==> src/rtl/lcd_scan_pkg.sv <==
`timescale 1ns/1ps
package lcd_scan_pkg;
    // Controller phases: gather four beats, present data, strobe, latch row, rest.
    typedef enum logic [2:0] {
        PH_GATHER,
        PH_SETUP,
        PH_STROBE,
        PH_LATCH,
        PH_REST
    } phase_e;
endpackage

==> src/rtl/lcd_nibble_packer.sv <==
`timescale 1ns/1ps
module lcd_nibble_packer #(
    parameter int BUS_W = 4
) (
    input  logic             clk,
    input  logic             rst_n,
    input  logic             shift_en,
    input  logic             load_en,
    input  logic             bit_in,
    output logic [BUS_W-1:0] bus_o
);
    typedef struct packed {
        logic [BUS_W-2:0] acc;
        logic [BUS_W-1:0] bus;
    } pack_t;

    pack_t p_d, p_q;

    always_comb begin
        p_d = p_q;
        if (shift_en) begin
            p_d.acc = {p_q.acc[BUS_W-3:0], bit_in};
        end
        // the first dot shifted in ends up at the top bit
        if (load_en) begin
            p_d.bus = {p_q.acc, bit_in};
        end
    end

    always_ff @(posedge clk or negedge rst_n) begin
        if (!rst_n) p_q <= '0;
        else        p_q <= p_d;
    end

    assign bus_o = p_q.bus;
endmodule

==> src/rtl/lcd_row_sequencer.sv <==
`timescale 1ns/1ps
module lcd_row_sequencer #(
    parameter int ROWS = 240
) (
    input  logic clk,
    input  logic rst_n,
    input  logic row_done,
    output logic scan_start_o,
    output logic alt_o
);
    localparam int RW = $clog2(ROWS);
    localparam logic [RW-1:0] LAST_ROW = RW'(ROWS - 1);

    typedef struct packed {
        logic [RW-1:0] row;
        logic          alt;
    } seq_t;

    seq_t s_d, s_q;

    always_comb begin
        s_d = s_q;
        if (row_done) begin
            if (s_q.row == LAST_ROW) begin
                s_d.row = '0;
                s_d.alt = ~s_q.alt;
            end else begin
                s_d.row = s_q.row + RW'(1);
            end
        end
    end

    always_ff @(posedge clk or negedge rst_n) begin
        if (!rst_n) s_q <= '0;
        else        s_q <= s_d;
    end

    assign scan_start_o = (s_q.row == '0);
    assign alt_o        = s_q.alt;
endmodule

==> src/rtl/lcd_dual_scan_ctrl.sv <==
`timescale 1ns/1ps
module lcd_dual_scan_ctrl #(
    parameter int COLS     = 640,
    parameter int ROWS     = 240,
    parameter int BUS_W    = 4,
    parameter int IDLE_W   = 14,
    parameter int MIN_IDLE = 5706
) (
    input  logic              clk,
    input  logic              rst_n,
    input  logic [IDLE_W-1:0] idle_cycles,
    input  logic              pix_valid,
    input  logic              pix_upper,
    input  logic              pix_lower,
    output logic              pix_ready,
    output logic [BUS_W-1:0]  lcd_du,
    output logic [BUS_W-1:0]  lcd_dl,
    output logic              lcd_cp2,
    output logic              lcd_cp1,
    output logic              lcd_s,
    output logic              lcd_m
);
    import lcd_scan_pkg::*;

    localparam int NIBS = COLS / BUS_W;
    localparam int BW   = $clog2(BUS_W);
    localparam int NW   = $clog2(NIBS);
    localparam logic [IDLE_W-1:0] FLOOR    = IDLE_W'(MIN_IDLE);
    localparam logic [BW-1:0]     LAST_BIT = BW'(BUS_W - 1);
    localparam logic [NW-1:0]     LAST_NIB = NW'(NIBS - 1);

    typedef struct packed {
        phase_e            ph;
        logic [BW-1:0]     bcnt;
        logic [NW-1:0]     ncnt;
        logic [IDLE_W-1:0] rest;
    } ctl_t;

    ctl_t              c_d, c_q;
    logic              shift_en, load_en, row_done;
    logic [IDLE_W-1:0] rest_len;
    logic [BUS_W-1:0]  half_bus [2];

    // the rest count never drops below the frame-rate floor
    assign rest_len = (idle_cycles < FLOOR) ? FLOOR : idle_cycles;

    always_comb begin
        c_d      = c_q;
        shift_en = 1'b0;
        load_en  = 1'b0;
        unique case (c_q.ph)
            PH_GATHER: begin
                if (pix_valid) begin
                    shift_en = 1'b1;
                    if (c_q.bcnt == LAST_BIT) begin
                        load_en  = 1'b1;
                        c_d.bcnt = '0;
                        c_d.ph   = PH_SETUP;
                    end else begin
                        c_d.bcnt = c_q.bcnt + BW'(1);
                    end
                end
            end
            PH_SETUP: c_d.ph = PH_STROBE;
            PH_STROBE: begin
                if (c_q.ncnt == LAST_NIB) begin
                    c_d.ncnt = '0;
                    c_d.ph   = PH_LATCH;
                end else begin
                    c_d.ncnt = c_q.ncnt + NW'(1);
                    c_d.ph   = PH_GATHER;
                end
            end
            PH_LATCH: begin
                if (rest_len == '0) begin
                    c_d.ph = PH_GATHER;
                end else begin
                    c_d.rest = rest_len;
                    c_d.ph   = PH_REST;
                end
            end
            PH_REST: begin
                if (c_q.rest <= IDLE_W'(1)) begin
                    c_d.rest = '0;
                    c_d.ph   = PH_GATHER;
                end else begin
                    c_d.rest = c_q.rest - IDLE_W'(1);
                end
            end
            default: c_d.ph = PH_GATHER;
        endcase
    end

    always_ff @(posedge clk or negedge rst_n) begin
        if (!rst_n) c_q <= '{ph: PH_GATHER, bcnt: '0, ncnt: '0, rest: '0};
        else        c_q <= c_d;
    end

    for (genvar h = 0; h < 2; h++) begin : g_half
        lcd_nibble_packer #(.BUS_W(BUS_W)) i_pack (
            .clk      (clk),
            .rst_n    (rst_n),
            .shift_en (shift_en),
            .load_en  (load_en),
            .bit_in   ((h == 0) ? pix_upper : pix_lower),
            .bus_o    (half_bus[h])
        );
    end

    assign row_done = (c_q.ph == PH_LATCH);

    lcd_row_sequencer #(.ROWS(ROWS)) i_seq (
        .clk          (clk),
        .rst_n        (rst_n),
        .row_done     (row_done),
        .scan_start_o (lcd_s),
        .alt_o        (lcd_m)
    );

    assign pix_ready = (c_q.ph == PH_GATHER);
    assign lcd_cp2   = (c_q.ph == PH_STROBE);
    assign lcd_cp1   = row_done;
    assign lcd_du    = half_bus[0];
    assign lcd_dl    = half_bus[1];
endmodule

==> config.mk <==
export PLATFORM = sky130hd
export DESIGN_NAME = lcd_dual_scan_ctrl
export DESIGN_NICKNAME = d
export VERILOG_FILES = /design/src/rtl/lcd_scan_pkg.sv /design/src/rtl/lcd_nibble_packer.sv /design/src/rtl/lcd_row_sequencer.sv /design/src/rtl/lcd_dual_scan_ctrl.sv
export SDC_FILE = /design/constraint.sdc
export NUM_CORES = 1
export LEC_CHECK = 0
export BUFFER_PORTS_ARGS = -buffer_cell sky130_fd_sc_hd__buf_2
export CORE_ASPECT_RATIO = 0.6
export CORE_MARGIN = 3
export CORE_UTILIZATION = 45
export CTS_CLUSTER_DIAMETER = 30
export DETAILED_ROUTE_END_ITERATION = 10
export HOLD_SLACK_MARGIN = 0.12
export PLACE_DENSITY_LB_ADDON = 0.12
export SETUP_SLACK_MARGIN = 0.2
export SLEW_MARGIN = 20
export SYNTH_ARGS = -nofsm -noshare
export SYNTH_HDL_FRONTEND = slang
export SYNTH_HIERARCHICAL = 1
export SYNTH_SLANG_ARGS = --single-unit
==> constraint.sdc <==
create_clock -name clk -period 2.4 [get_ports clk]
set_input_delay 0.24 -clock clk [delete_from_list [all_inputs] [get_ports clk]]
set_output_delay 0.24 -clock clk [all_outputs]
set_load 0.05 [all_outputs]
==> metrics.md <==
| Metric | Value |
|---|---|
| Outcome | `finished, final reports clean` |
| Total setup buffers inserted after CTS | `0` |
| Worst Hold Class | `in2reg` |
| Initial core utilization | `a little under half` |
| CP endpoint kind | `register` |
| Drt pass-1 iters | `4` |
| Syn. warnings | `6` |
| Reg2reg end | `c_q[6]$_DFFE_PN0P_` |
| CTS Buf Count | `5` |
| CP cell instances | `or4_4 > o41ai_4 > buf_6 > o21ai_0 > a211o_1` |
| Hold Startpoint | `idle_cycles[0]` |
| Delay of the slowest critical-path stage | `around 0.56 ns` |
| Most frequent cells in the layout | `dfrtp_1, buf_2, mux2_2, nand2_1, nor2_1` |
| Die Area | `between 6000 and 7000 um^2` |
| Post-Syn Instances | `255` |
| Final slew viol count | `0` |
| Residual DRC count | `0` |
| Cell variety after synth | `56` |
| Final #Nets | `about 310` |
| Syn nets | `280` |
| RSZ-0062 raised after global routing | `no` |
| Number of H-tree branching levels | `2` |
| WHS | `0.1441 ns` |
| Crit-path max FO | `9` |
| WS Path Type | `reg2reg` |
| CP Launch Type | `register` |
| PD cells | `1146 nW/um^2` |
| Final setup violating endpoints | `0` |
| WL/cell | `approximately 15 um` |
| Primary FF master, synth | `dfrtp_1` |
| Pin count of the biggest net entering global routing | `26` |
| GRT overflow | `0` |
| Clk root buf | `clkbuf_8` |
| Max frequency | `between 400 and 500 MHz` |
| Final clock skew | `0.01184 ns` |
| Slew headroom | `between 50% and 60%` |
| Top cells by area, synth | `dfrtp_1, mux2_2, ha_1` |
| Post-synth EDFFs | `0` |
| Crit path buf inv count | `1` |
| Seq/Total Area, Yosys | `between 40% and 50%` |
| Reg2Reg Depth | `5` |
| Diode count | `0` |
| Async SR Flop Fraction | `100.0%` |
| Area grow syn2layout | `12.83%` |
| Global-route wire length before repair | `9.584 mm` |
| Die X-Extent | `between 100 and 150 um` |
| Leading cell type in the layout, fill and taps excluded | `dfrtp_1` |
| Synth area leader | `dfrtp_1` |
| Max-cap violations | `0` |
| Cells on Worst Hold Path | `2` |
| Fillcell total | `520` |
| Worst-margin pin slew | `between 0.7 and 0.8 ns` |
| R2R Setup Slk | `0.28 ns` |
| RR Startpoint | `c_q[3]$_DFFE_PN0P_` |
| Mapped Avg Cell Area | `between 10 and 15 um^2` |
| Starting DRT DRC Count | `around 120` |
| Worst hold path endpoint | `c_q[0]$_DFFE_PN0P_` |
| #FFs+latches synth | `50` |
| Fin crit period | `2.122 ns` |
| Final hold violations | `0` |
| Vias/cell | `between 5 and 6` |
| Area fraction of the dominant cell type after synthesis | `about 46%` |
| Gpl congestion | `about 0.88` |
| Maximum root-to-sink buffer count | `2` |
| Critical Path RT | `2.60 ns` |
| Vias in the first global route | `1948` |
| VDD IR max | `approximately 0.57 mV` |
| Antenna violations before repair | `0` |
| Final ANT Viol Nets | `0` |
| Worst path arrival time | `approximately 2.3 ns` |
| Worst-Skew Late Latency | `approximately 0.31 ns` |
| Sum of negative setup slack | `0 ns` |
| Crit-path slowest cell | `or4_4` |
| Routed Wire Length | `about 5.6 mm` |
| DP HPWL | `around 4.1 mm` |
| Core area | `approximately 5700 um^2` |
| Clock slew at reported path FFs | `0.11 ns` |
| Tcrit/Tclk final | `between 80% and 90%` |
| Core Rows | `21` |
| Die height | `65.92 um` |
| TritonCTS clock tree | `built` |
| Synth Cell Area | `around 2700 um^2` |
| Num Clock Sinks | `50` |
| Total GRT Usage | `17.25%` |
| Routed via count | `2122` |
| Share of layout cells above drive strength 1 | `between 20% and 30%` |
| Static Leak | `~0.0013 uW` |
| I/O pins | `32` |
| Top delay family on crit path | `compound AO/OA/AOI/OAI gates` |
| Port buffer count | `31` |
[cell families after synthesis]
kind of cell	Yosys count	share of synthesized area (%)
compound gates	64	18.08
xor+xnor	9	2.928
fa+ha+maj	6	2.788
buf+inv	26	5.344
flops	50	46.47
mux	17	7.063
simple gates	83	17.33
[sequential cells by signal, summed over array words and instances (netlist names)]
name,cells
g_half.i_pack/p_q,6
i_seq/alt_o,1
g_half.i_pack/bus_o,8
i_seq/s_q,8
c_q,27
[routing by layer]
layer / routed length, um / GRT usage (%) / part of all wire [%] / up-vias
li1: - / - / - / 1028
met1: 2874 / 27.50 / 52 / 1026
met2: 2203 / 23.02 / 40 / 63
met3: 434 / 3.415 / 7.8 / 5
met4: 46 / 5.170 / 0.83 / 0
met5: 0 / 0 / 0 / -
[where the power goes]
group / switching [uW] / internal [uW]
Combinational: 936 / 627
Clock: 319 / 217
Sequential: 257 / 1130
[stage by stage]
step	power [uW]	setup WS [ns]	cells	instance area, um^2	util, %
after floorplan	2655	0.2689	255	2698	-
after global placement	2933	0.2738	360	2922	51.48
after detailed placement	2935	0.2257	360	2922	51.48
after CTS	3489	0.2174	369	3030	53.40
after global routing	3730	0.2149	369	3038	53.53
final	3483	0.2781	369	3038	53.53
[worst max-delay path by stage]
| stage | from | end | slack, ns | cells after the start |
|---|---|---|---|---|
| finish | c_q[3]$_DFFE_PN0P_ | c_q[6]$_DFFE_PN0P_ | 0.28 | 5 |
| floorplan | c_q[25]$_DFFE_PN0P_ | g_half[0].i_pack/bus_o[0]$_DFFE_PN0P_ | 0.27 | 4 |
| CTS | c_q[3]$_DFFE_PN0P_ | c_q[6]$_DFFE_PN0P_ | 0.22 | 5 |
| global placement | c_q[4]$_DFFE_PN0P_ | c_q[6]$_DFFE_PN0P_ | 0.27 | 5 |
| global route | c_q[3]$_DFFE_PN0P_ | c_q[6]$_DFFE_PN0P_ | 0.21 | 5 |
| detailed placement | c_q[4]$_DFFE_PN0P_ | c_q[6]$_DFFE_PN0P_ | 0.23 | 5 |
[final cells by class]
class	instances	area, um^2	area share [%]
Clock buffer	5	68.82	2.265
Clock inverter	3	26.28	0.8649
Inverter	10	37.54	1.236
Multi-Input combinational cell	179	1310	43.12
Sequential cell	50	1251	41.19
Tap cell	80	100.1	3.295
Timing Repair Buffer	42	244.0	8.031
[synthesized netlist by cell type, types with 2 or more instances]
library cell / n
a211o_1: 5
a211oi_1: 2
a21o_1: 3
a21oi_1: 9
a221o_1: 5
a22o_1: 2
a31oi_1: 2
and2_1: 2
and3_1: 3
buf_4: 8
buf_6: 2
clkbuf_1: 5
dfrtp_1: 50
ha_1: 6
inv_1: 9
mux2_2: 16
nand2_1: 15
nand2b_1: 2
nand3_1: 4
nand3b_1: 3
nand4_1: 6
nor2_1: 14
nor3_1: 8
nor3b_1: 3
nor4_1: 5
o211ai_1: 4
o21ai_0: 10
o311ai_0: 2
o31ai_1: 5
o32ai_1: 2
o41ai_1: 2
or2_2: 3
or3_1: 4
or3b_2: 2
or4_1: 4
xnor2_1: 7
xor2_1: 2
[what timing repair did]
action	4_1_cts	5_1_grt
setup endpoints to repair	1	4
gates resized for setup	1	2
endpoints found under the hold margin	23	0
hold buffers	1	0
Note: power is estimated with default switching activity, not from simulation.
